<file path="src/rtl/msi_pkg.sv">
package msi_pkg;
  typedef enum logic [1:0] {
    LN_INV = 2'd0,
    LN_SHR = 2'd1,
    LN_MOD = 2'd2
  } line_st_e;

  typedef enum logic [1:0] {
    BC_NONE   = 2'd0,
    BC_RDMISS = 2'd1,
    BC_WRMISS = 2'd2,
    BC_WBACK  = 2'd3
  } bus_cmd_e;

  typedef enum logic [1:0] {
    CT_IDLE  = 2'd0,
    CT_WBACK = 2'd1,
    CT_FETCH = 2'd2
  } ctl_st_e;
endpackage

</file>
<file path="src/rtl/msi_line_store.sv">
module msi_line_store
  import msi_pkg::*;
#(
  parameter int LINES = 4,
  parameter int TW    = 6,
  parameter int DW    = 32,
  localparam int IW   = $clog2(LINES)
) (
  input  logic          clk,
  input  logic          rst_n,
  input  logic [IW-1:0] lk_idx,
  output line_st_e      lk_st,
  output logic [TW-1:0] lk_tag,
  output logic [DW-1:0] lk_data,
  input  logic          snp_valid,
  input  logic          snp_wr,
  input  logic [IW-1:0] snp_idx,
  input  logic [TW-1:0] snp_tag,
  output logic          snp_flush,
  output logic [DW-1:0] snp_data,
  input  logic          upd_en,
  input  logic [IW-1:0] upd_idx,
  input  line_st_e      upd_st,
  input  logic [TW-1:0] upd_tag,
  input  logic [DW-1:0] upd_data
);
  line_st_e      st_a  [LINES];
  logic [TW-1:0] tag_a [LINES];
  logic [DW-1:0] dat_a [LINES];
  logic          s_hit;

  // snoop tag match against the addressed line
  assign s_hit     = snp_valid && (st_a[snp_idx] != LN_INV) && (tag_a[snp_idx] == snp_tag);
  assign snp_flush = s_hit && (st_a[snp_idx] == LN_MOD);
  assign snp_data  = dat_a[snp_idx];

  assign lk_st   = st_a[lk_idx];
  assign lk_tag  = tag_a[lk_idx];
  assign lk_data = dat_a[lk_idx];

  for (genvar g = 0; g < LINES; g++) begin : g_line
    line_st_e      st_r;
    logic [TW-1:0] tag_r;
    logic [DW-1:0] dat_r;
    always_ff @(posedge clk) begin
      if (!rst_n) begin
        st_r  <= LN_INV;
        tag_r <= '0;
        dat_r <= '0;
      end else if (s_hit && (snp_idx == IW'(g))) begin
        // snooped events win over any local update of the same line
        if (snp_wr)               st_r <= LN_INV;
        else if (st_r == LN_MOD)  st_r <= LN_SHR;
      end else if (upd_en && (upd_idx == IW'(g))) begin
        st_r  <= upd_st;
        tag_r <= upd_tag;
        dat_r <= upd_data;
      end
    end
    assign st_a[g]  = st_r;
    assign tag_a[g] = tag_r;
    assign dat_a[g] = dat_r;
  end

  // ---- checks ----
  logic [IW-1:0] snp_idx_q;
  always_ff @(posedge clk) snp_idx_q <= snp_idx;

  // a matching snooped write miss leaves the line Invalid
  p_snp_wr_kills_r8: assert property (@(posedge clk) disable iff (!rst_n)
    (snp_valid && snp_wr && s_hit) |=> (st_a[snp_idx_q] == LN_INV));

  // a snooped read miss demotes a dirty line to Shared
  p_snp_rd_demotes_r7: assert property (@(posedge clk) disable iff (!rst_n)
    (snp_valid && !snp_wr && snp_flush) |=> (st_a[snp_idx_q] == LN_SHR));

  // a Shared line keeps its state under a snooped read miss
  p_snp_rd_keeps_shr_r7: assert property (@(posedge clk) disable iff (!rst_n)
    (snp_valid && !snp_wr && st_a[snp_idx] == LN_SHR) |=> (st_a[snp_idx_q] == LN_SHR));
endmodule

</file>
<file path="src/rtl/msi_req_fsm.sv">
module msi_req_fsm
  import msi_pkg::*;
#(
  parameter int AW    = 8,
  parameter int DW    = 32,
  parameter int LINES = 4,
  localparam int IW   = $clog2(LINES),
  localparam int TW   = AW - IW
) (
  input  logic          clk,
  input  logic          rst_n,
  input  logic          cpu_req_valid,
  output logic          cpu_req_ready,
  input  logic          cpu_req_write,
  input  logic [AW-1:0] cpu_req_addr,
  input  logic [DW-1:0] cpu_req_wdata,
  output logic [DW-1:0] cpu_rsp_rdata,
  output logic          bus_req,
  input  logic          bus_gnt,
  output bus_cmd_e      bus_cmd,
  output logic [AW-1:0] bus_addr,
  output logic [DW-1:0] bus_wdata,
  input  logic [DW-1:0] bus_rdata,
  input  logic          snp_valid,
  input  line_st_e      lk_st,
  input  logic [TW-1:0] lk_tag,
  input  logic [DW-1:0] lk_data,
  output logic          upd_en,
  output line_st_e      upd_st,
  output logic [TW-1:0] upd_tag,
  output logic [DW-1:0] upd_data
);
  ctl_st_e       cur_q, nxt;
  logic [IW-1:0] idx;
  logic [TW-1:0] tag;
  logic          hit, go;

  assign idx = cpu_req_addr[IW-1:0];
  assign tag = cpu_req_addr[AW-1:IW];
  assign hit = (lk_st != LN_INV) && (lk_tag == tag);
  // a grant counts only in a cycle free of snoop traffic
  assign go  = bus_req && bus_gnt && !snp_valid;

  always_comb begin
    nxt           = cur_q;
    cpu_req_ready = 1'b0;
    cpu_rsp_rdata = lk_data;
    bus_req       = 1'b0;
    bus_cmd       = BC_NONE;
    bus_addr      = '0;
    bus_wdata     = '0;
    upd_en        = 1'b0;
    upd_st        = lk_st;
    upd_tag       = tag;
    upd_data      = cpu_req_wdata;
    unique case (cur_q)
      CT_IDLE: begin
        if (cpu_req_valid && !snp_valid) begin
          if (hit && !cpu_req_write) begin
            cpu_req_ready = 1'b1;
          end else if (hit && lk_st == LN_MOD) begin
            cpu_req_ready = 1'b1;
            upd_en        = 1'b1;
            upd_st        = LN_MOD;
          end else if (!hit && lk_st == LN_MOD) begin
            nxt = CT_WBACK;
          end else begin
            nxt = CT_FETCH;
          end
        end
      end
      CT_WBACK: begin
        if (lk_st != LN_MOD) begin
          // a snoop already took the dirty copy away
          nxt = CT_FETCH;
        end else begin
          bus_req   = 1'b1;
          bus_cmd   = BC_WBACK;
          bus_addr  = {lk_tag, idx};
          bus_wdata = lk_data;
          if (go) nxt = CT_FETCH;
        end
      end
      CT_FETCH: begin
        bus_req  = 1'b1;
        bus_cmd  = cpu_req_write ? BC_WRMISS : BC_RDMISS;
        bus_addr = cpu_req_addr;
        if (go) begin
          cpu_req_ready = 1'b1;
          cpu_rsp_rdata = bus_rdata;
          upd_en        = 1'b1;
          upd_st        = cpu_req_write ? LN_MOD : LN_SHR;
          upd_data      = cpu_req_write ? cpu_req_wdata : bus_rdata;
          nxt           = CT_IDLE;
        end
      end
      default: nxt = CT_IDLE;
    endcase
  end

  always_ff @(posedge clk) begin
    if (!rst_n) cur_q <= CT_IDLE;
    else        cur_q <= nxt;
  end

  // ---- checks ----
  // a completed write-back is followed by a miss request
  p_wb_then_miss_r5: assert property (@(posedge clk) disable iff (!rst_n)
    (bus_req && bus_gnt && !snp_valid && bus_cmd == BC_WBACK)
      |=> (bus_req && (bus_cmd == BC_RDMISS || bus_cmd == BC_WRMISS)));

  // a waiting request keeps command and address
  p_hold_req_r9: assert property (@(posedge clk) disable iff (!rst_n)
    (bus_req && !bus_gnt && !snp_valid && cpu_req_valid)
      |=> (bus_req && $stable(bus_cmd) && $stable(bus_addr)));

  // snoop cycles block local progress
  p_snoop_first_r10: assert property (@(posedge clk) disable iff (!rst_n)
    snp_valid |-> (!cpu_req_ready && !upd_en));

  // a store that needed the bus is acknowledged only with a grant
  p_store_waits_r3: assert property (@(posedge clk) disable iff (!rst_n)
    (cpu_req_ready && cpu_req_write && bus_req) |-> bus_gnt);
endmodule

</file>
<file path="src/rtl/msi_snoop_ctrl.sv">
module msi_snoop_ctrl
  import msi_pkg::*;
#(
  parameter int AW    = 8,
  parameter int DW    = 32,
  parameter int LINES = 4,
  localparam int IW   = $clog2(LINES),
  localparam int TW   = AW - IW
) (
  input  logic          clk,
  input  logic          rst_n,
  input  logic          cpu_req_valid,
  output logic          cpu_req_ready,
  input  logic          cpu_req_write,
  input  logic [AW-1:0] cpu_req_addr,
  input  logic [DW-1:0] cpu_req_wdata,
  output logic [DW-1:0] cpu_rsp_rdata,
  output logic          bus_req,
  input  logic          bus_gnt,
  output logic [1:0]    bus_cmd,
  output logic [AW-1:0] bus_addr,
  output logic [DW-1:0] bus_wdata,
  input  logic [DW-1:0] bus_rdata,
  input  logic          snp_valid,
  input  logic          snp_write,
  input  logic [AW-1:0] snp_addr,
  output logic          snp_flush,
  output logic [DW-1:0] snp_flush_data
);
  line_st_e      lk_st, upd_st;
  logic [TW-1:0] lk_tag, upd_tag;
  logic [DW-1:0] lk_data, upd_data;
  logic          upd_en;
  bus_cmd_e      cmd_e;

  assign bus_cmd = cmd_e;

  msi_req_fsm #(.AW(AW), .DW(DW), .LINES(LINES)) u_fsm (
    .clk, .rst_n,
    .cpu_req_valid, .cpu_req_ready, .cpu_req_write, .cpu_req_addr,
    .cpu_req_wdata, .cpu_rsp_rdata,
    .bus_req, .bus_gnt, .bus_cmd(cmd_e), .bus_addr, .bus_wdata, .bus_rdata,
    .snp_valid,
    .lk_st, .lk_tag, .lk_data,
    .upd_en, .upd_st, .upd_tag, .upd_data
  );

  msi_line_store #(.LINES(LINES), .TW(TW), .DW(DW)) u_store (
    .clk, .rst_n,
    .lk_idx   (cpu_req_addr[IW-1:0]),
    .lk_st, .lk_tag, .lk_data,
    .snp_valid,
    .snp_wr   (snp_write),
    .snp_idx  (snp_addr[IW-1:0]),
    .snp_tag  (snp_addr[AW-1:IW]),
    .snp_flush,
    .snp_data (snp_flush_data),
    .upd_en,
    .upd_idx  (cpu_req_addr[IW-1:0]),
    .upd_st, .upd_tag, .upd_data
  );
endmodule

</file>
<file path="config.mk">
export PLATFORM = sky130hd
export DESIGN_NAME = msi_snoop_ctrl
export DESIGN_NICKNAME = d
export VERILOG_FILES = /design/src/rtl/msi_pkg.sv /design/src/rtl/msi_line_store.sv /design/src/rtl/msi_req_fsm.sv /design/src/rtl/msi_snoop_ctrl.sv
export SDC_FILE = /design/constraint.sdc
export NUM_CORES = 1
export LEC_CHECK = 0
export BUFFER_PORTS_ARGS = -buffer_cell sky130_fd_sc_hd__buf_4
export CAP_MARGIN = 20
export CORE_MARGIN = 2
export CORE_UTILIZATION = 25
export DETAILED_ROUTE_END_ITERATION = 7
export HOLD_SLACK_MARGIN = 0.02
export PLACE_DENSITY_LB_ADDON = 0.2
export REMOVE_ABC_BUFFERS = 1
export SYNTH_ARGS = -nofsm -noshare
export SYNTH_HDL_FRONTEND = slang
export SYNTH_SLANG_ARGS = --single-unit
</file>
<file path="constraint.sdc">
create_clock -name clk -period 4 [get_ports clk]
set_clock_uncertainty 0.2 [all_clocks]
set_input_delay 0.8 -clock clk [delete_from_list [all_inputs] [get_ports clk]]
set_output_delay 0.8 -clock clk [all_outputs]
set_load 0.02 [all_outputs]
</file>
==> implementation parameters, run 1 <==
Parameter                              Value

Timing
  Final hold viol count ... 0
  Measured slew at the worst slew-check pin ... 0.6610 ns
  Number of slew-limit violations in the final report ... 0
  Worst-case headroom to the max-slew limit ... between 50% and 60%
  Maximum operating frequency ... 264.9 MHz
  Final Setup Violations ... 0
  Min Clock Period, post-route ... 3.775 ns
  Final period utilization ... 94.38%
  Setup repair after global routing missed its margin ... false

Routing
  Total via count after detailed routing ... between 7k and 8k
  DRC viols ... 0
  Total wirelength of the detailed-routed design ... roughly 30,000 um
  Post-DRT Antenna Nets ... 0
  Detailed Routing Iterations Pass 1 ... 5
  Vias per Instance ... 4.699
  Post-DR wirelength/cell ... roughly 19 um
  Detailed Route Iter0 Violations ... approximately 410

Setup path
  Critical path buffer and inverter count ... 4
  Most frequent cell on the critical path ... sky130_fd_sc_hd__buf_4
  R2r setup slk ... about 1.1 ns
  Crit path launch type ... input port
  Kind of end point of the critical path ... output port
  Startpoint of the most critical register-to-register path ... u_fsm.cur_q[0]
  Critical path's largest stage delay ... around 0.38 ns
  Endpoint arrival time on the critical path ... ~2.8 ns
  Max Fanout on Critical Path ... 25
  Required time of the worst setup path ... ~3 ns
  Critical Path Sink ... snp_flush
  Gate family responsible for the most delay along the worst path ... buffers and inverters
  FF-to-FF path depth ... 10
  Kind of critical path ... in -> out
  Worst setup startpoint ... snp_addr[0]
  Cell with the largest stage delay on the worst path ... sky130_fd_sc_hd__a2111oi_2
  Crit Reg-Reg Endpoint ... u_store.g_line[0].dat_r[25]
  Critical-path cell list ... buf_4, buf_12, mux4_2, xor2_1, nor4_4, nand3_1, a2111oi_2, buf_4, buf_4
  Stages on worst setup path ... 9

CTS
  Clock latency at the later pin of the worst-skew pair ... about 0.43 ns
  CTS clock-pin slew for the worst setup and hold paths ... 0.08 ns
  Clk sink count ... 162
  Clock tree from TritonCTS ... built
  Max clock buf depth ... 2
  Hold buffer count at cts ... 0
  Cts bufs inserted ... 17
  Clock Root Buffer ... sky130_fd_sc_hd__clkbuf_16
  Number of H-tree levels ... 4

Floorplan
  Number of rows created at floorplan ... 71
  DIE WIDTH ... ~200 um
  Placeable Area ... 0.03776 mm2
  Ports ... approximately 200
  Die Height ... about 200 um
  Full die area ... 0.03994 mm2
  Effective utilization at floorplan ... between 20% and 30%

Global route
  Number of global-route vias before repair ... 7,678
  GRT Resource Usage Total ... between 15 and 20%
  Remaining global-route overflow ... 0
  Pin count of the biggest net entering global routing ... 77
  Number of antenna violations at the first check in global routing ... 1
  First-pass GRT wire length ... approximately 47,000 um

Power
  Cell Pwr Density ... roughly 310 mW/mm2
  Part of the power in the clock network ... around 43%
  Internal power of the cells ... between 2000 and 3000 uW
  Peak supply drop ... between 0.2 and 0.3 mV
  Total net switching power ... about 1100 uW
  Switching share of total power ... between 20 and 30%
  Total power consumption of the routed design ... 3770 uW
  Leak Pwr ... ~0.006 uW
  Relative contribution of sequential cells to total power ... 43.4%
  Portion of total power attributed to combinational logic ... 13.6%

Placed design
  Final GP Congestion ... between 0.7 and 0.8
  Placed wire-length estimate ... 21,330 um
  Count of input and output buffers ... roughly 200
  Number of cells after detailed placement ... ~1.6k

Worst hold path
  Hold Path Class ... reg -> reg
  Start point of the worst hold path ... u_store.g_line[2].dat_r[12]

Synth
  Share of flip-flops with an asynchronous set or reset after synthesis ... 0%
  Number of flops mapped to enable cells by yosys ... 0
  Ys Warns ... 0
  Unique masters post-synth ... 52
  Post-synthesis sequential area ratio ... between 30% and 40%
  Number of instances in the synthesized netlist ... 898
  Post-synthesis instance area ... 0.009590 mm2
  Mean instance size in the synthesized netlist ... between 10 and 15 um2
  Top flip-flop cell by instance count after synthesis ... sky130_fd_sc_hd__dfxtp_1
  Yosys reg bits ... between 150 and 200

Flow run
  Maximum capacitance violations ... 0

Finish
  Fill cell count ... 3,856
  Seq. cell area ... 0.003243 mm2
  Number of nets in the layout ... 1,166
  Final cell count without fillers ... between 1.5k and 2k
  Share of layout cells above drive strength 1 ... approximately two fifths
  Area of the multi-input gates ... between 0.005 and 0.006 mm2
  # diodes ... 0
  Area overhead of the layout relative to synthesis ... 28.00%

Outcome
  Run status ... finished clean
tightest hold or removal path: cells and delay by family, from the launching register on:
kind	cells	cell delay (ns)
multiplexers	1	0.05
flip-flops	1	0.32
AND/OR/NAND/NOR	1	0.05
cell usage in the layout (no fill, tap or decap), types with 3 or more instances in the layout:
cell type                   Yosys  routed
sky130_fd_sc_hd__a21oi_1        7       7
sky130_fd_sc_hd__a22oi_1        6       6
sky130_fd_sc_hd__and2_1        33      33
sky130_fd_sc_hd__buf_12         0       7
sky130_fd_sc_hd__buf_4          1     222
sky130_fd_sc_hd__clkbuf_16      0      17
sky130_fd_sc_hd__dfxtp_1      162     162
sky130_fd_sc_hd__ha_1           3       3
sky130_fd_sc_hd__inv_1         12      12
sky130_fd_sc_hd__inv_6          0       5
sky130_fd_sc_hd__inv_8          0       5
sky130_fd_sc_hd__mux2_2        64      64
sky130_fd_sc_hd__mux2i_1      165     165
sky130_fd_sc_hd__mux4_2        78      78
sky130_fd_sc_hd__nand2_1      203     202
sky130_fd_sc_hd__nand3b_1       3       3
sky130_fd_sc_hd__nand4_1        4       4
sky130_fd_sc_hd__nor2_1         8       7
sky130_fd_sc_hd__nor2b_1       12      12
sky130_fd_sc_hd__o211ai_1       5       5
sky130_fd_sc_hd__o21a_1         3       3
sky130_fd_sc_hd__o21ai_0        7       7
sky130_fd_sc_hd__xnor2_1       10      10
sky130_fd_sc_hd__xor2_1         5       5
cell families after synthesis:
| kind of cell | Yosys count | synth area share, % |
|---|---|---|
| mux | 307 | 43.05 |
| simple gates | 285 | 13.65 |
| flops | 162 | 33.82 |
| buf+inv | 83 | 4.475 |
| compound gates | 43 | 3.249 |
| xor+xnor | 15 | 1.370 |
| fa+ha+maj | 3 | 0.3914 |
Yosys cell counts (3+ instances only):
cell type,number,share of area [%]
sky130_fd_sc_hd__and2_1,33,2.2
sky130_fd_sc_hd__nor2_1,8,0.31
sky130_fd_sc_hd__mux4_2,78,18
sky130_fd_sc_hd__inv_1,12,0.47
sky130_fd_sc_hd__a22oi_1,6,0.47
sky130_fd_sc_hd__mux2_2,64,7.5
sky130_fd_sc_hd__nor2b_1,12,0.78
sky130_fd_sc_hd__dfxtp_1,162,34
sky130_fd_sc_hd__ha_1,3,0.39
sky130_fd_sc_hd__buf_2,7,0.37
sky130_fd_sc_hd__o211ai_1,5,0.39
sky130_fd_sc_hd__o21ai_0,7,0.37
sky130_fd_sc_hd__nand4_1,4,0.26
sky130_fd_sc_hd__xnor2_1,10,0.91
sky130_fd_sc_hd__o21a_1,3,0.23
sky130_fd_sc_hd__mux2i_1,165,17
sky130_fd_sc_hd__nand3b_1,3,0.23
sky130_fd_sc_hd__clkbuf_1,39,1.5
sky130_fd_sc_hd__nand2_1,203,7.9
sky130_fd_sc_hd__buf_6,14,1.6
sky130_fd_sc_hd__xor2_1,5,0.46
sky130_fd_sc_hd__a21oi_1,7,0.37
sky130_fd_sc_hd__buf_1,10,0.39
repair_timing:
item | in CTS | in global routing
gates resized for setup | 0 | 2
setup endpoints to repair | 0 | 1
setup buffers | 0 | 0
registers in the layout, summed over array words and instances, names as in the netlist:
register	cells
u_fsm.cur_q	2
u_store.g_line.tag_r	24
u_store.g_line.st_r	8
u_store.g_line.dat_r	128
worst min path at each step:
stage | cells past startpoint | slack [ns] | endpoint
after floorplan | 2 | 0.25 | u_store.g_line[1].dat_r[0]
after global placement | 2 | 0.25 | u_store.g_line[3].dat_r[23]
after detailed placement | 2 | 0.26 | u_store.g_line[2].dat_r[24]
after CTS | 2 | 0.27 | u_store.g_line[3].dat_r[12]
after global routing | 2 | 0.29 | u_store.g_line[1].dat_r[4]
final | 2 | 0.27 | u_store.g_line[2].dat_r[12]
power by group through the flow:
stage / combinational, uW / sequential [uW] / clock, uW
floorplan: 239 / 1670 / 0
CTS: 524 / 1630 / 1690
detailed placement: 522 / 1670 / 0
finish: 514 / 1630 / 1620
global placement: 525 / 1670 / 0
global route: 561 / 1640 / 1750
stage by stage:
| step | util (%) | cell area [um2] | hold slack, ns | setup slack, ns | setup TNS (ns) |
|---|---|---|---|---|---|
| finish | 32.51 | 12280 | 0.2708 | 0.2247 | 0 |
| global route | 32.51 | 12280 | 0.2878 | 0.01814 | 0 |
| CTS | 32.50 | 12270 | 0.2745 | 0.03238 | 0 |
| detailed placement | 31.00 | 11700 | 0.2632 | 0.04219 | 0 |
| global placement | 31.00 | 11700 | 0.2523 | -0.03667 | -0.03667 |
| floorplan | - | 9206 | 0.2462 | -0.2280 | -28.95 |
final cells by class:
cell class	count	share of cell area (%)
clock buffer	18	3.496
clock inverter	14	1.121
inverter	12	0.3669
multi-input combinational	653	48.58
sequential	162	26.42
tap	511	5.208
timing repair buffer	230	14.81
per-layer routing:
| layer | GRT usage, % | routed length [um] | vias to the layer above |
|---|---|---|---|
| met4 | 3.567 | 300 | 0 |
| li1 | - | - | 3586 |
| met5 | 0 | 0 | - |
| met1 | 21.85 | 14610 | 3727 |
| met3 | 2.638 | 1353 | 17 |
| met2 | 24.51 | 13920 | 188 |
Power figures use the tool's default switching activity.
==> run 2, diff against run 1 <==
- SYNTH_HIERARCHICAL: not set -> 1
==> run 2 against run 1 <==
- sequential power hardly changed
- combinational power grew 2%
- largest cell class unchanged
- sequential share of layout area decreased by 0.58 points
- highest routed layer unchanged
- final cell count is 1.2% higher
- global-route usage down 0.28 points
- via count up 0.80%
- largest power group is now the clock network
- synthesized cell count increased by 1.6%
==> implementation parameters, run 2 <==
Parameter                              Value

Outcome
  Run status ... finished clean

Timing
  Final hold viol count ... 0
  Worst-case headroom to the max-slew limit ... between 40 and 50%
  Setup repair after global routing missed its margin ... false
  Measured slew at the worst slew-check pin ... approximately 0.75 ns
  Maximum operating frequency ... around 260 MHz
  Final setup margin ... 0.1786 ns
  Final period utilization ... around 96%
  Total Negative Setup Slacks ... 0 ns
  Final Setup Violations ... 0
  Min Clock Period, post-route ... about 3.8 ns
  Number of slew-limit violations in the final report ... 0

Setup path
  Critical-path cell list ... buf_4, buf_12, mux4_2, and3b_2, o21ai_1, inv_1, and2_1, buf_4
  Crit path launch type ... input port
  Kind of end point of the critical path ... output port
  Required time of the worst setup path ... roughly 3 ns
  Critical path buffer and inverter count ... 4
  Cell with the largest stage delay on the worst path ... sky130_fd_sc_hd__mux4_2
  Most frequent cell on the critical path ... sky130_fd_sc_hd__buf_4
  Endpoint arrival time on the critical path ... about 2.8 ns
  Max Fanout on Critical Path ... 13
  Gate family responsible for the most delay along the worst path ... buffers and inverters
  Kind of critical path ... in -> out
  Critical path's largest stage delay ... roughly 0.57 ns

Placed design
  Final GP Congestion ... approximately 0.75
  Placed wire-length estimate ... between 20,000 and 25,000 um
  Total cell area at the placement stage ... 0.01192 mm2
  Number of cells after detailed placement ... roughly 1.6k
  Count of input and output buffers ... 195
  Setup slack at placement ... -0.05812 ns

Global route
  Remaining global-route overflow ... 0
  Met1 Usage GRT ... between 20% and 30%
  First-pass GRT wire length ... approximately 47,000 um
  Most utilized layer in the global route result ... met2
  Number of antenna violations at the first check in global routing ... 0
  Pin count of the biggest net entering global routing ... between 90 and 100
  Number of global-route vias before repair ... between 7k and 8k
  Met2 track demand over resource in global routing ... 23.25%
  GRT Resource Usage Total ... between 10% and 20%
  Routing usage on met3 ... under 10%

Synth
  Top flip-flop cell by instance count after synthesis ... sky130_fd_sc_hd__dfxtp_1
  Mean instance size in the synthesized netlist ... between 10 and 15 um2
  Yosys reg bits ... 162
  Share of flip-flops with an asynchronous set or reset after synthesis ... 0%
  Ys Warns ... 6
  Biggest area contributors in the synthesized netlist ... sky130_fd_sc_hd__dfxtp_1 33%, sky130_fd_sc_hd__mux4_2 18%, sky130_fd_sc_hd__mux2i_1 16%
  Post-synthesis sequential area ratio ... ~33%
  Top-count cell post-synth ... sky130_fd_sc_hd__nand2_1
  List of most frequent post-synthesis cells ... 202 x sky130_fd_sc_hd__nand2_1, 162 x sky130_fd_sc_hd__dfxtp_1, 160 x sky130_fd_sc_hd__mux2i_1, 78 x sky130_fd_sc_hd__mux4_2, 37 x sky130_fd_sc_hd__clkbuf_1
  Synth top area share ... about a third
  Post-synthesis instance area ... between 0.009 and 0.01 mm2
  Number of instances in the synthesized netlist ... between 900 and 1k
  Area leader, netlist ... sky130_fd_sc_hd__dfxtp_1
  Number of flops mapped to enable cells by yosys ... 0
  Unique masters post-synth ... between 50 and 60

Finish
  Biggest registers after layout ... u_store/g_line.dat_r (128), u_store/g_line.tag_r (24), u_store/g_line.st_r (8)
  Number of nets in the layout ... roughly 1.2k
  Area overhead of the layout relative to synthesis ... 29.09%
  Most common cell after layout, fill and taps aside ... sky130_fd_sc_hd__buf_4
  Register bank with the most flops ... u_store/g_line.dat_r
  Post-route core utilization ... around 33%
  Number of flip-flops under the largest register name ... 128
  Post-route cell area ... roughly 0.013 mm2
  # diodes ... 0
  Share of layout cells above drive strength 1 ... between 30% and 40%
  Commonest non-fill, non-tap cells in the layout ... 220 x sky130_fd_sc_hd__buf_4, 202 x sky130_fd_sc_hd__nand2_1, 162 x sky130_fd_sc_hd__dfxtp_1
  Final cell count without fillers ... 1,619
  Fill cell count ... approximately 4.0k

CTS
  Clock tree from TritonCTS ... built
  CTS clock-pin slew for the worst setup and hold paths ... approximately 0.06 ns
  Post CTS Setup Buffer Count ... 0
  Hold buffer count at cts ... 0
  Clock latency at the later pin of the worst-skew pair ... between 0.4 and 0.5 ns
  Cts bufs inserted ... 17
  Number of H-tree levels ... 4
  Max clock buf depth ... 2
  Clk sink count ... around 160
  Clock Root Buffer ... sky130_fd_sc_hd__clkbuf_16

Floorplan
  Effective utilization at floorplan ... between 20% and 30%
  Placeable Area ... between 0.03 and 0.04 mm2
  Ports ... ~200
  Full die area ... 0.04048 mm2
  Number of rows created at floorplan ... 72
  DIE WIDTH ... between 200 and 250 um
  Die Height ... just over 200 um

Flow run
  Maximum capacitance violations ... 0

Routing
  Total wirelength of the detailed-routed design ... between 30,000 and 40,000 um
  Total via count after detailed routing ... 7,578
  Detailed Routing Iterations Pass 1 ... 5
  DRC viols ... 0
  Vias per Instance ... between 4 and 5
  Detailed Route Iter0 Violations ... 500
  Post-DRT Antenna Nets ... 0
  Post-DR wirelength/cell ... about 19 um

Power
  Cell Pwr Density ... 311.6 mW/mm2
  Leak Pwr ... 0.005256 uW
  Peak supply drop ... about 0.28 mV

Worst hold path
  Hold Path Class ... reg -> reg
==> run 2: worst paths after layout <==
path         slack [ns]  depth (start not counted)                     endpoint                   startpoint
max reg2reg        0.73                         10  u_store/g_line[1].dat_r[14]   u_store/g_line[3].tag_r[3]
max                0.18                          8                  bus_addr[1]              cpu_req_addr[0]
min                0.27                          2  u_store/g_line[0].dat_r[23]  u_store/g_line[0].dat_r[23]
min reg2reg        0.27                          2  u_store/g_line[0].dat_r[23]  u_store/g_line[0].dat_r[23]
==> run 2: logic make-up after synthesis <==
family | synth area share [%]
buf+inv | 4.903
simple gates | 13.93
compound gates | 3.243
flops | 33.36
mux | 43.19
fa+ha+maj | 0.3861
xor+xnor | 0.9910
==> run 2: stage by stage <==
step,hold slack [ns],power (uW)
after global placement,0.2506,2200
after detailed placement,0.2569,2200
after CTS,0.2709,3968
after floorplan,0.2413,1912
after global routing,0.2885,4071
final,0.2682,3911
==> run 2: area by class of cell <==
class,count,area [um2],area share (%)
Multi-Input combinational cell,665,6047,48.19
Sequential cell,162,3243,25.84
Timing Repair Buffer,236,1963,15.64
Tap cell,518,648.1,5.165
Clock buffer,24,501.7,3.998
Clock inverter,8,123.9,0.9870
Inverter,6,22.52,0.1795
==> run 2: timing repair <==
action / CTS / global route
hold endpoints to repair: 0 / 0
setup endpoints to repair: 0 / 1
resized for setup: 0 / 1
==> run 2: power breakdown <==
group / total [uW] / internal (uW) / switching, uW
logic: 523 / 230 / 292
registers: 1640 / 1630 / 8.96
clock network: 1750 / 1070 / 687
==> run 2: layer usage <==
metal / wire length (um) / share of wire, %
met2: 13690 / 45
met3: 1374 / 4.5
met1: 15130 / 50
met5: 0 / 0
met4: 364 / 1.2
==> run 2: worst reg2reg max path: stages, from the launching register on <==
cell                        delay (ns)
sky130_fd_sc_hd__dfxtp_1          0.33
sky130_fd_sc_hd__mux4_2           0.51
sky130_fd_sc_hd__xnor2_1          0.16
sky130_fd_sc_hd__o2111ai_1        0.14
sky130_fd_sc_hd__or3_1            0.34
sky130_fd_sc_hd__o41ai_2          0.45
sky130_fd_sc_hd__buf_4            0.19
sky130_fd_sc_hd__nand3b_1         0.14
sky130_fd_sc_hd__a31oi_4          0.25
sky130_fd_sc_hd__buf_12           0.24
sky130_fd_sc_hd__mux2i_1          0.24
==> run 3, diff against run 2 <==
- ABC_AREA: not set -> 1
- clock period: 4 -> 3.85 ns (I/O delays scaled with it)
==> run 3 against run 2 <==
- synthesized cell count is 77% higher
- critical path type unchanged
- register-to-register slack better by 0.08 ns
- utilization is 0.12 points higher
==> implementation parameters, run 3 <==
Parameter                              Value

Synth
  Synth top area share ... between 30% and 40%
  Number of instances in the synthesized netlist ... approximately 1.6k
  Post-synthesis sequential area ratio ... between 30% and 40%
  Yosys reg bits ... between 150 and 200
  Ys Warns ... 6
  Top-count cell post-synth ... sky130_fd_sc_hd__nand2_1
  Area leader, netlist ... sky130_fd_sc_hd__dfxtp_1
  Mean instance size in the synthesized netlist ... approximately 6.2 um2
  Post-synthesis instance area ... just under 0.01 mm2
  Unique masters post-synth ... 31
  Number of flops mapped to enable cells by yosys ... 0
  List of most frequent post-synthesis cells ... 475 x sky130_fd_sc_hd__nand2_1, 206 x sky130_fd_sc_hd__nand3_1, 170 x sky130_fd_sc_hd__a21oi_1, 162 x sky130_fd_sc_hd__dfxtp_1, 137 x sky130_fd_sc_hd__nor2_1
  Top flip-flop cell by instance count after synthesis ... sky130_fd_sc_hd__dfxtp_1
  Share of flip-flops with an asynchronous set or reset after synthesis ... 0%
  Biggest area contributors in the synthesized netlist ... sky130_fd_sc_hd__dfxtp_1 33%, sky130_fd_sc_hd__nand2_1 18%, sky130_fd_sc_hd__nand3_1 10%

Floorplan
  Number of rows created at floorplan ... 73
  Die Height ... about 200 um
  Effective utilization at floorplan ... about a quarter
  Ports ... a little under 200
  Full die area ... ~0.041 mm2
  DIE WIDTH ... 203.5 um
  Placeable Area ... about 0.04 mm2

Finish
  # diodes ... 0
  Final cell count without fillers ... 2,311
  Number of nets in the layout ... 1,863
  Commonest non-fill, non-tap cells in the layout ... 475 x sky130_fd_sc_hd__nand2_1, 249 x sky130_fd_sc_hd__buf_4, 206 x sky130_fd_sc_hd__nand3_1
  Number of flip-flops under the largest register name ... between 100 and 150
  Post-route cell area ... about 0.013 mm2
  Register bank with the most flops ... u_store/g_line.dat_r
  Share of layout cells above drive strength 1 ... roughly a fifth
  Area overhead of the layout relative to synthesis ... 29.87%
  Most common cell after layout, fill and taps aside ... sky130_fd_sc_hd__nand2_1
  Biggest registers after layout ... u_store/g_line.dat_r (128), u_store/g_line.tag_r (24), u_store/g_line.st_r (8)

Routing
  DRC viols ... 0
  Detailed Route Iter0 Violations ... about 900
  Total via count after detailed routing ... approximately 12k
  Post-DR wirelength/cell ... roughly 18 um
  Total wirelength of the detailed-routed design ... between 40,000 and 50,000 um
  Detailed Routing Iterations Pass 1 ... 7
  Vias per Instance ... between 5 and 6
  Post-DRT Antenna Nets ... 0

Timing
  Final Setup Violations ... 0
  Min Clock Period, post-route ... approximately 3.6 ns
  Worst-case headroom to the max-slew limit ... about half
  Maximum operating frequency ... approximately 280 MHz
  Hold_ws ... 0.2710 ns
  Final hold viol count ... 0
  Total Negative Setup Slacks ... 0 ns
  Number of slew-limit violations in the final report ... 0
  Final period utilization ... roughly 94%
  Measured slew at the worst slew-check pin ... 0.7665 ns

Power
  Total power consumption of the routed design ... about 4300 uW
  Cell Pwr Density ... around 340 mW/mm2
  Leak Pwr ... roughly 0.0052 uW
  Total net switching power ... approximately 1300 uW
  Peak supply drop ... 0.2722 mV
  Relative contribution of sequential cells to total power ... 39.1%
  Switching share of total power ... 30.08%
  Portion of total power attributed to combinational logic ... between 15 and 20%
  Internal power of the cells ... approximately 3000 uW
  Part of the power in the clock network ... 41.5%

Placed design
  Total cell area at the placement stage ... roughly 0.012 mm2
  Count of input and output buffers ... between 150 and 200
  Placed wire-length estimate ... around 29,000 um
  Number of cells after detailed placement ... 2,279
  Final GP Congestion ... ~0.85

Global route
  Number of global-route vias before repair ... approximately 11k
  Pin count of the biggest net entering global routing ... 76
  Remaining global-route overflow ... 0
  Number of antenna violations at the first check in global routing ... 0
  First-pass GRT wire length ... ~64,000 um
  GRT Resource Usage Total ... 19.80%

CTS
  CTS clock-pin slew for the worst setup and hold paths ... roughly 0.06 ns
  Clock tree from TritonCTS ... built
  Clock Root Buffer ... sky130_fd_sc_hd__clkbuf_16
  Clk sink count ... ~160
  Max clock buf depth ... 2
  Post CTS Setup Buffer Count ... 0
  Cts bufs inserted ... 17
  Number of H-tree levels ... 4
  CTS resizes ... 0
  Clock latency at the later pin of the worst-skew pair ... approximately 0.44 ns
  Hold buffer count at cts ... 0

Setup path
  Required time of the worst setup path ... around 2.9 ns
  Max Fanout on Critical Path ... 15
  Kind of end point of the critical path ... output port
  Crit path launch type ... input port
  Cell with the largest stage delay on the worst path ... sky130_fd_sc_hd__o22ai_2
  Gate family responsible for the most delay along the worst path ... buffers and inverters
  Critical path buffer and inverter count ... 6
  Endpoint arrival time on the critical path ... about 2.7 ns
  Critical path's largest stage delay ... between 0.2 and 0.25 ns
  Critical-path cell list ... buf_4, inv_2, buf_4, o21ai_0, o22ai_2, inv_1, nand2_1, nand2_1, nor2_1, nand2_1, nor2_1, buf_4, nand3_1, o21ai_1, buf_4
  Kind of critical path ... in -> out
  Most frequent cell on the critical path ... sky130_fd_sc_hd__buf_4

Flow run
  Maximum capacitance violations ... 0

Outcome
  Run status ... finished clean

Worst hold path
  Hold Path Class ... reg -> reg
-- run 3: area by class of cell --
class                           instances  area, um2
Multi-Input combinational cell       1237       5811
Fill cell                            4397      26630
Inverter                               86      326.6
Clock buffer                           20      456.7
Sequential cell                       162       3243
Tap cell                              525      656.9
Timing Repair Buffer                  269       2270
Clock inverter                         12      156.4
-- run 3: through the flow --
| stage | utilization [%] | setup slack, ns |
|---|---|---|
| after floorplan | - | -3.416 |
| after global placement | 31.05 | 0.06461 |
| after detailed placement | 31.05 | 0.02358 |
| after CTS | 32.60 | 0.09759 |
| after global routing | 32.67 | -0.004825 |
| final | 32.67 | 0.2234 |
-- run 3: kinds of logic after synthesis --
family / after synthesis / synth area share [%]
flops: 162 / 32.60
fa+ha+maj: 3 / 0.3774
simple gates: 846 / 35.79
compound gates: 386 / 21.29
buf+inv: 218 / 9.760
xor+xnor: 2 / 0.1761
-- run 3: worst register-to-register path, cell delays in order, from the launching register on --
cell                      delay [ns]
sky130_fd_sc_hd__dfxtp_1        0.36
sky130_fd_sc_hd__inv_1          0.08
sky130_fd_sc_hd__o21ai_0        0.19
sky130_fd_sc_hd__a21oi_1        0.07
sky130_fd_sc_hd__a21oi_2        0.23
sky130_fd_sc_hd__inv_1          0.07
sky130_fd_sc_hd__nand2_1        0.08
sky130_fd_sc_hd__inv_1          0.04
sky130_fd_sc_hd__nor2_1         0.11
sky130_fd_sc_hd__nand2_1        0.06
sky130_fd_sc_hd__nor2_1         0.12
sky130_fd_sc_hd__nand3_1        0.07
sky130_fd_sc_hd__o21ai_0        0.17
sky130_fd_sc_hd__buf_4          0.18
sky130_fd_sc_hd__inv_1          0.07
sky130_fd_sc_hd__nor3_2         0.17
sky130_fd_sc_hd__buf_4          0.18
sky130_fd_sc_hd__nand2_2        0.12
sky130_fd_sc_hd__buf_12         0.20
sky130_fd_sc_hd__nand2_1        0.08
sky130_fd_sc_hd__a21oi_1        0.05
-- run 3: final timing paths --
path | cells after the start | slack [ns] | endpoint | startpoint
setup / recovery | 15 | 0.22 | cpu_req_ready | cpu_req_addr[0]
hold / removal | 2 | 0.27 | u_store/g_line[2].tag_r[4] | u_store/g_line[2].tag_r[4]
setup reg to reg | 20 | 0.81 | u_store/g_line[0].dat_r[25] | u_store/g_line[1].st_r[0]
hold reg to reg | 2 | 0.27 | u_store/g_line[2].tag_r[4] | u_store/g_line[2].tag_r[4]
-- run 3: per-layer routing --
metal  GRT usage [%]  share of wire, %  wire length, um
met1           28.62                49            20440
met2           31.20                44            18520
met3           2.764               5.7             2403
met4           4.197               1.3              533
met5               0                 0                0
-- run 3: power groups by stage --
stage	sequential, uW	clock [uW]	combinational (uW)
final	1700	1800	843
after global routing	1700	1900	931
after CTS	1700	1840	842
after detailed placement	1740	0	840
after global placement	1740	0	834
after floorplan	1730	0	446
